===== src/rtl/evt_ctr_pkg.sv =====
package evt_ctr_pkg;
  typedef enum logic {
    SRC_PIN  = 1'b0,
    SRC_TICK = 1'b1
  } cnt_src_e;
endpackage


===== src/rtl/evt_sync.sv =====
module evt_sync #(
  parameter int STAGES = 2
) (
  input  logic clk_i,
  input  logic rst_ni,
  input  logic d_i,
  output logic q_o
);
  logic [STAGES-1:0] stg_q;

  generate
    if (STAGES == 1) begin : g_one
      always_ff @(posedge clk_i or negedge rst_ni)
        if (!rst_ni) stg_q <= '0;
        else         stg_q <= d_i;
    end else begin : g_many
      always_ff @(posedge clk_i or negedge rst_ni)
        if (!rst_ni) stg_q <= '0;
        else         stg_q <= {stg_q[STAGES-2:0], d_i};
    end
  endgenerate

  assign q_o = stg_q[STAGES-1];
endmodule


===== src/rtl/evt_fall_det.sv =====
module evt_fall_det (
  input  logic clk_i,
  input  logic rst_ni,
  input  logic lvl_i,
  output logic fall_o
);
  logic prev_q;

  // history resets to 0 so a low level after reset is never an edge
  always_ff @(posedge clk_i or negedge rst_ni)
    if (!rst_ni) prev_q <= 1'b0;
    else         prev_q <= lvl_i;

  assign fall_o = prev_q & ~lvl_i;

  assert_no_back_to_back_R1: assert property (@(posedge clk_i) disable iff (!rst_ni)
    fall_o |=> !fall_o);
endmodule


===== src/rtl/evt_count_core.sv =====
module evt_count_core #(
  parameter int WIDTH = 8
) (
  input  logic             clk_i,
  input  logic             rst_ni,
  input  logic             inc_i,
  input  logic             wr_en_i,
  input  logic [WIDTH-1:0] wr_data_i,
  output logic [WIDTH-1:0] cnt_o
);
  localparam logic [WIDTH-1:0] ONE = WIDTH'(1);

  logic [WIDTH-1:0] cnt_q;

  always_ff @(posedge clk_i or negedge rst_ni)
    if (!rst_ni)      cnt_q <= '0;
    else if (wr_en_i) cnt_q <= wr_data_i;  // write beats event
    else if (inc_i)   cnt_q <= cnt_q + ONE; // natural wrap

  assign cnt_o = cnt_q;

  assert_write_wins_R4: assert property (@(posedge clk_i) disable iff (!rst_ni)
    wr_en_i |=> cnt_o == $past(wr_data_i));
  assert_step_wraps_R2: assert property (@(posedge clk_i) disable iff (!rst_ni)
    (!wr_en_i && inc_i && cnt_o == '1) |=> cnt_o == '0);
  assert_step_one_R1: assert property (@(posedge clk_i) disable iff (!rst_ni)
    (!wr_en_i && inc_i) |=> cnt_o == $past(cnt_o) + ONE);
  assert_idle_hold_R9: assert property (@(posedge clk_i) disable iff (!rst_ni)
    (!wr_en_i && !inc_i) |=> $stable(cnt_o));
endmodule


===== src/rtl/evt_ctr.sv =====
module evt_ctr
  import evt_ctr_pkg::*;
#(
  parameter int WIDTH       = 8,
  parameter int SYNC_STAGES = 2
) (
  input  logic             clk_i,
  input  logic             rst_ni,
  input  logic             evt_pin_i,
  input  logic             tick_i,
  input  logic             src_sel_i,
  input  logic             wr_en_i,
  input  logic [WIDTH-1:0] wr_data_i,
  output logic [WIDTH-1:0] cnt_o
);
  cnt_src_e src;
  logic     pin_sync;
  logic     pin_fall;
  logic     inc;

  assign src = cnt_src_e'(src_sel_i);

  evt_sync #(.STAGES(SYNC_STAGES)) u_sync (
    .clk_i (clk_i),
    .rst_ni(rst_ni),
    .d_i   (evt_pin_i),
    .q_o   (pin_sync)
  );

  evt_fall_det u_fall (
    .clk_i (clk_i),
    .rst_ni(rst_ni),
    .lvl_i (pin_sync),
    .fall_o(pin_fall)
  );

  always_comb begin
    unique case (src)
      SRC_TICK: inc = tick_i;
      default:  inc = pin_fall;
    endcase
  end

  evt_count_core #(.WIDTH(WIDTH)) u_core (
    .clk_i    (clk_i),
    .rst_ni   (rst_ni),
    .inc_i    (inc),
    .wr_en_i  (wr_en_i),
    .wr_data_i(wr_data_i),
    .cnt_o    (cnt_o)
  );

  assert_tick_mode_ignores_pin_R5: assert property (@(posedge clk_i) disable iff (!rst_ni)
    (src_sel_i && !tick_i && !wr_en_i) |=> $stable(cnt_o));
  assert_pin_mode_ignores_tick_R6: assert property (@(posedge clk_i) disable iff (!rst_ni)
    (!src_sel_i && !pin_fall && !wr_en_i) |=> $stable(cnt_o));
endmodule


===== config.mk =====
export PLATFORM = sky130hd
export DESIGN_NAME = evt_ctr
export DESIGN_NICKNAME = d
export VERILOG_FILES = /design/src/rtl/evt_ctr_pkg.sv /design/src/rtl/evt_sync.sv /design/src/rtl/evt_fall_det.sv /design/src/rtl/evt_count_core.sv /design/src/rtl/evt_ctr.sv
export SDC_FILE = /design/constraint.sdc
export NUM_CORES = 1
export LEC_CHECK = 0
export BUFFER_PORTS_ARGS = -buffer_cell sky130_fd_sc_hd__buf_4
export CELL_PAD_IN_SITES_DETAIL_PLACEMENT = 1
export CELL_PAD_IN_SITES_GLOBAL_PLACEMENT = 2
export CORE_MARGIN = 2
export CORE_UTILIZATION = 28
export DETAILED_ROUTE_END_ITERATION = 7
export PLACE_DENSITY_LB_ADDON = 0.1
export SLEW_MARGIN = 20
export SYNTH_ARGS = -nofsm -noshare
export SYNTH_HDL_FRONTEND = slang
export SYNTH_HIERARCHICAL = 1
export SYNTH_SLANG_ARGS = --single-unit

===== constraint.sdc =====
create_clock -name clk_i -period 3.45 [get_ports clk_i]
set_clock_uncertainty 0.1 [all_clocks]
set_input_delay 0.345 -clock clk_i [delete_from_list [all_inputs] [get_ports clk_i]]
set_output_delay 0.345 -clock clk_i [all_outputs]
set_load 0.01 [all_outputs]

==> metrics, run 1 <==
status finished clean; max-slew violation count 0; Ys Warns 6; Nets 93; sequential fraction of the synthesis area 0.4966; post-route DRC violation count 0; shortest period the worst path allows approximately 1.6 ns; setup_tns 0 ns; register cell area after layout around 280 µm²; # fillers 245; largest net degree at the start of global routing 20; CTS Buf Count 3; most area-hungry cell type in the Yosys netlist dfrtp_1; worst slew pin tran 0.2307 ns; routed wl met2 589 µm; Setup CP Type flip-flop to flip-flop; Slew HR 0.8462; Die X 48.49 µm; period utilisation layout 0.4614; M1 WL 545 µm; CTS tree yes; Die Y 48.49 µm; Worst Setup End Kind flip-flop; CP required 3.55 ns; Unique masters post-synth 17; Worst-Skew Late Latency 0.26 ns; row count 16; Synth Area per Inst 10.26 µm²; CTS root buf clkbuf_4; Synth Register Bits 11; layout cell share with drive strength beyond 1 0.3506; Netlist Area Pre-Place 554.3 µm²; RSZ-0062 raised after global routing false; initial antenna violation count 0; synthesized instance count 54; 1st-pass router iterations 2; Maximum Capacitance Violations 0; area grow syn2layout 38.37%; I/O pin count 22; Total Routed Length 1206 µm; I/O Buffers 21; Crit Path Max Fanout 6; GRT Total Usage 0.1162; crit start category flip-flop; grt ovf 0; metal3 WL around 71 µm; CTS max path bufs 2; Wirelength per Cell about 12 µm; vias per cell roughly 4.5; final hold viol count 0; Top Layer Used met3; clk sinks 11; Resize count post-CTS 0; DRT iter0 DRCs 2; Max VDD drop 0.1322 mV; full die area around 2400 µm²; critical path arrival 1.69 ns; leakage 0.3470 nW; Fin Hold WS a little over 0.09 ns; Post-Place Setup Slack around 1.9 ns; Fmax approximately 630 MHz; Core Box Area 1922 µm²; min setup slack post-route 1.858 ns; Pwr Density 403.0 nW/µm²; Yosys top cell area share 0.4966; Detail Route Antenna Nets 0; multi-input logic area 264.0 µm²; worst hold path class input port to flip-flop; Syn Nets 69; first-pass GRT wire length 2090 µm; top post-synthesis cells by area dfrtp_1, nand2_1, o21ai_0; routed via count 472; routability cong. 0.6799; initial core utilization 0.2884; Clk pin slew, worst setup/hold paths 0.07 ns; total inserted antenna cells 0; final setup vio count 0; vias in the first global route between 400 and 500; H-tree depth 1
## worst max-delay path, stage by stage, from the launching register on
cell and delay [ns]:
dfrtp_1 0.41, nor2b_4 0.11, mux2_4 0.21, nand4_4 0.13
or4_1 0.49, nand3_1 0.10
## area by class of cell
| class | instances | area share |
|---|---|---|
| clock buffer | 4 | 0.03426 |
| multi-input combinational | 40 | 0.3442 |
| sequential | 11 | 0.3589 |
| tap | 27 | 0.04405 |
| timing repair buffer | 22 | 0.2186 |
## logic make-up (layout without fill, tap and decap cells)
family          after synthesis  count (layout)  share of synthesized area
simple gates                 25              25                     0.2731
flops                        11              11                     0.4966
compound gates                8               8                    0.07224
xor+xnor                      4               4                    0.06322
buf+inv                       3              26                    0.02710
mux                           2               2                    0.04514
fa+ha+maj                     1               1                    0.02257
## cells in the final DEF, fill, tap and decap left out
cell	netlist	layout
clkbuf_1	2	1
xnor2_1	1	1
o21ai_1	2	2
nand4_4	1	1
mux2i_1	1	1
nand2_1	10	10
nand3_1	5	5
mux2_4	1	1
buf_4	1	21
dfrtp_1	11	11
xor2_1	3	3
ha_1	1	1
nand4_1	2	2
dlygate4sd3_1	0	1
nor2b_4	1	1
o21ai_0	6	6
clkbuf_4	0	3
or4_1	3	3
nor2b_1	3	3
## metal layers
| metal | vias up | global-route usage |
|---|---|---|
| met3 | 0 | 0.04321 |
| li1 | 235 | - |
| met4 | 0 | 0.02857 |
| met1 | 226 | 0.1696 |
| met2 | 11 | 0.1620 |
| met5 | - | 0 |
## stage by stage
stage          total power, mW  cell area, µm²  utilization  std cells
6_report                0.3091           767.0       0.3991        104
3_3_place_gp            0.2269           730.7       0.3802         99
4_1_cts                 0.3177           767.0       0.3991        104
5_1_grt                 0.3342           767.0       0.3991        104
3_5_place_dp            0.2275           730.7       0.3802         99
2_1_floorplan           0.1905           554.3            -         54
## cell usage after synthesis
master	instances
nor2b_1	3
dfrtp_1	11
o21ai_0	6
mux2i_1	1
nand2_1	10
xor2_1	3
nand4_4	1
buf_4	1
xnor2_1	1
or4_1	3
clkbuf_1	2
o21ai_1	2
mux2_4	1
ha_1	1
nor2b_4	1
nand4_1	2
nand3_1	5
## report_power, final
part | internal [mW] | switching (mW) | total, mW
Sequential | 0.141 | 0.0162 | 0.157
Combinational | 0.0377 | 0.0291 | 0.0669
Clock | 0.0446 | 0.0404 | 0.0850
Total | 0.223 | 0.0857 | 0.309
## sequential cells by signal, summed over array words and instances, names as in the netlist
signal / cells
u_core/cnt_o: 8
u_sync/stg_q: 2
u_fall/prev_q: 1
## final timing paths
| path | endpoint | depth (start not counted) | startpoint | slack (ns) |
|---|---|---|---|---|
| worst min-delay path | u_sync/stg_q[0] | 1 | evt_pin_i | 0.09 |
| worst max-delay path | u_core/cnt_o[7] | 5 | u_sync/stg_q[1] | 1.86 |
| max in group asynchronous | u_core/cnt_o[1] | 2 | rst_ni | 2.75 |
| worst max register to register | u_core/cnt_o[7] | 5 | u_sync/stg_q[1] | 1.86 |
| worst min register to register | u_sync/stg_q[1] | 0 | u_sync/stg_q[0] | 0.25 |
| min in group asynchronous | u_core/cnt_o[4] | 2 | rst_ni | 0.35 |
## repair_timing
| action | 4_1_cts | 5_1_grt |
|---|---|---|
| buffers inserted | 0 | 0 |
| hold endpoints to repair | 11 | 0 |
| hold buffers | 1 | 0 |
Note: power is estimated with default switching activity, not from simulation.
==> inputs of run 2 (changes only) <==
Settings changed: CORE_ASPECT_RATIO set to 0.6, CORE_UTILIZATION 28 to 24.
Clock period 3.45 ns to 1.4 ns, I/O delays scaled along.
==> run 2 against run 1 <==
The flow now finishes with violations (setup timing). Non-clock buffer count up 8. Clock power grew to 3.8 times the previous value. Power grew to 3.0 times the previous value. First-iteration DRC count grew 100%. Final area up 14%. Critical path depth unchanged. Register-to-register slack worse by 1.9 ns. Flip-flop and latch count did not move. Clock-buffer cell count did not move. Via count rose by 4.2%. Critical path type unchanged. Critical endpoint unchanged.
==> metrics, run 2 (synthesis gave the netlist of run 1 again) <==
min setup slack post-route -0.08849 ns (was 1.858 ns); most common cell after layout, fill and taps aside buf_4 (unchanged); full die area 2723 µm² (was 2351 µm²); row count 13 (was 16); slowest CP cell or4_1 (unchanged); CTS max path bufs 2 (unchanged); clk sinks 11 (unchanged); grt ovf 0 (unchanged); routability cong. 0.6465 (was 0.6799); layout cell share with drive strength beyond 1 0.4235 (was 0.3506); Die X 66.04 µm (was 48.49 µm); DRT iter0 DRCs 4 (was 2); met2 usage 0.1843 (was 0.1620); max-slew violation count 0 (unchanged); final core utilization 0.3995 (was 0.3991); Die Y 41.23 µm (was 48.49 µm); initial antenna violation count 0 (unchanged); multi-input logic area 279.0 µm² (was 264.0 µm²); CP max stage delay 0.41 ns (was 0.49 ns); I/O pin count 22 (unchanged); CTS Buf Count 3 (unchanged); Wirelength per Cell 12.43 µm (was 11.60 µm); Design Area, Final 870.8 µm² (was 767.0 µm²); dpl cells 108 (was 99); met1 GRT Util 0.1468 (was 0.1696); Total Routed Length 1430 µm (was 1206 µm); final setup vio count 6 (was 0); worst hold path class input port to flip-flop (unchanged); CP required 1.48 ns (was 3.55 ns); busiest metal layer after global routing met2 (was met1); Maximum Capacitance Violations 0 (unchanged); RSZ-0062 raised after global routing true (was false); Crit Path Max Fanout 5 (was 6); critical-path cell list nor2b_4 > mux2_4 > nand4_4 > or4_1 > nand3_1 (unchanged); Max VDD drop 0.3461 mV (was 0.1322 mV); CTS tree yes (unchanged); post-DP HPWL approximately 1100 µm; status complete, but fails checks (was finished clean); critical path arrival 1.56 ns (was 1.69 ns); GRT Total Usage 0.1212 (was 0.1162); H-tree depth 1 (unchanged); Detail Route Antenna Nets 0 (unchanged); first-pass GRT wire length 2180 µm (was 2090 µm); post-route DRC violation count 0 (unchanged); crit start category flip-flop (unchanged); I/O Buffers 21 (unchanged); Setup CP Type flip-flop to flip-flop (unchanged); largest net degree at the start of global routing 20 (unchanged); register cell area after layout 275.3 µm² (unchanged); Post-Layout Cell Count 115 (was 104); failing checks setup timing; worst slew pin tran 0.2720 ns (was 0.2307 ns); final hold viol count 0 (unchanged); max reg flops 8 (unchanged); shortest period the worst path allows 1.488 ns (was 1.592 ns); most frequent cells in the layout buf_4, dfrtp_1, nand2_1 (unchanged); Nets 101 (was 93); CTS root buf clkbuf_8 (was clkbuf_4); area grow syn2layout 57.11% (was 38.37%); total inserted antenna cells 0 (unchanged); met3 usage 0.04945 (was 0.04321); leakage 0.3997 nW (was 0.3470 nW); initial core utilization 0.2543 (was 0.2884); Core Box Area 2180 µm² (was 1922 µm²); # fillers 267 (was 245); Fmax 671.8 MHz (was 628.2 MHz); routed via count 492 (was 472); 1st-pass router iterations 2 (unchanged); period utilisation layout 1.063 (was 0.4614); Post-DP Area 779.5 µm² (was 730.7 µm²); Worst Setup End Kind flip-flop (unchanged); Slew HR 0.8187 (was 0.8462); vias per cell 4.278 (was 4.538); total power draw 0.9216 mW (was 0.3091 mW); Worst-Skew Late Latency 0.24 ns (was 0.26 ns); vias in the first global route 466 (was 451); Clk pin slew, worst setup/hold paths 0.05 ns (was 0.07 ns); Pwr Density 1058 nW/µm² (was 403.0 nW/µm²)
==> run 2: cell types whose count changed in the layout (fill, tap and decap cells not counted) <==
cell	before	now
xor2_2	0	1
dlygate4sd3_1	1	2
buf_4	21	27
buf_6	0	1
clkbuf_4	3	0
xnor2_2	0	1
xor2_1	3	2
o21ai_0	6	4
o21ai_1	2	4
xnor2_1	1	0
clkbuf_8	0	3
==> run 2: area by class of cell <==
type | instances | share of cell area
Timing Repair Buffer | 30 | 0.2687
Multi-Input combinational cell | 40 | 0.3204
Tap cell | 30 | 0.04310
Clock buffer | 4 | 0.05172
Sequential cell | 11 | 0.3161
==> run 2: worst paths after layout <==
path / endpoint / slack [ns] / cells after the start / startpoint
min in group asynchronous: u_core/cnt_o[3] / 0.17 / 2 / rst_ni
min reg2reg: u_sync/stg_q[1] / 0.25 / 0 / u_sync/stg_q[0]
max reg2reg: u_core/cnt_o[7] / -0.09 / 5 / u_sync/stg_q[1]
max in group asynchronous: u_fall/prev_q / 0.87 / 2 / rst_ni
min: u_core/cnt_o[2] / 0.009 / 3 / wr_data_i[2]
max: u_core/cnt_o[7] / -0.09 / 5 / u_sync/stg_q[1]
==> run 2: power breakdown <==
part	switching [mW]	total [mW]	internal, mW
Sequential	0.0343	0.383	0.349
Clock	0.121	0.321	0.200
Combinational	0.0920	0.218	0.126
Total	0.247	0.922	0.675
==> run 2: metrics by stage <==
| step | setup slack, ns | setup TNS [ns] | hold slack, ns |
|---|---|---|---|
| CTS | -0.09806 | -0.3135 | 0.0008419 |
| detailed placement | -0.08853 | -0.2456 | -0.1094 |
| global route | -0.1552 | -0.7674 | 0.008953 |
| global placement | -0.06330 | -0.1796 | -0.1106 |
| floorplan | -0.09411 | -0.2108 | -0.2556 |
| finish | -0.08849 | -0.3218 | 0.009271 |
==> run 2: repair_timing <==
item                                   CTS  global route
pin swaps                                0             1
resized for setup                        0             5
setup endpoints to repair                4             7
endpoints found under the hold margin   12             0
buffers inserted                         0             1
hold buffers                             2             0
==> run 2: routing by layer <==
layer / wire, µm / share of wire / up-vias
met5: 0 / 0 / -
met4: 25 / 0.017 / 0
met3: 88 / 0.062 / 4
met2: 610 / 0.43 / 15
met1: 706 / 0.49 / 226
li1: - / - / 247
==> run 2: critical path: cells and delay by family, from the launching register on <==
family	cells	cell delay, ns
flops	1	0.40
mux	1	0.19
simple gates	4	0.73
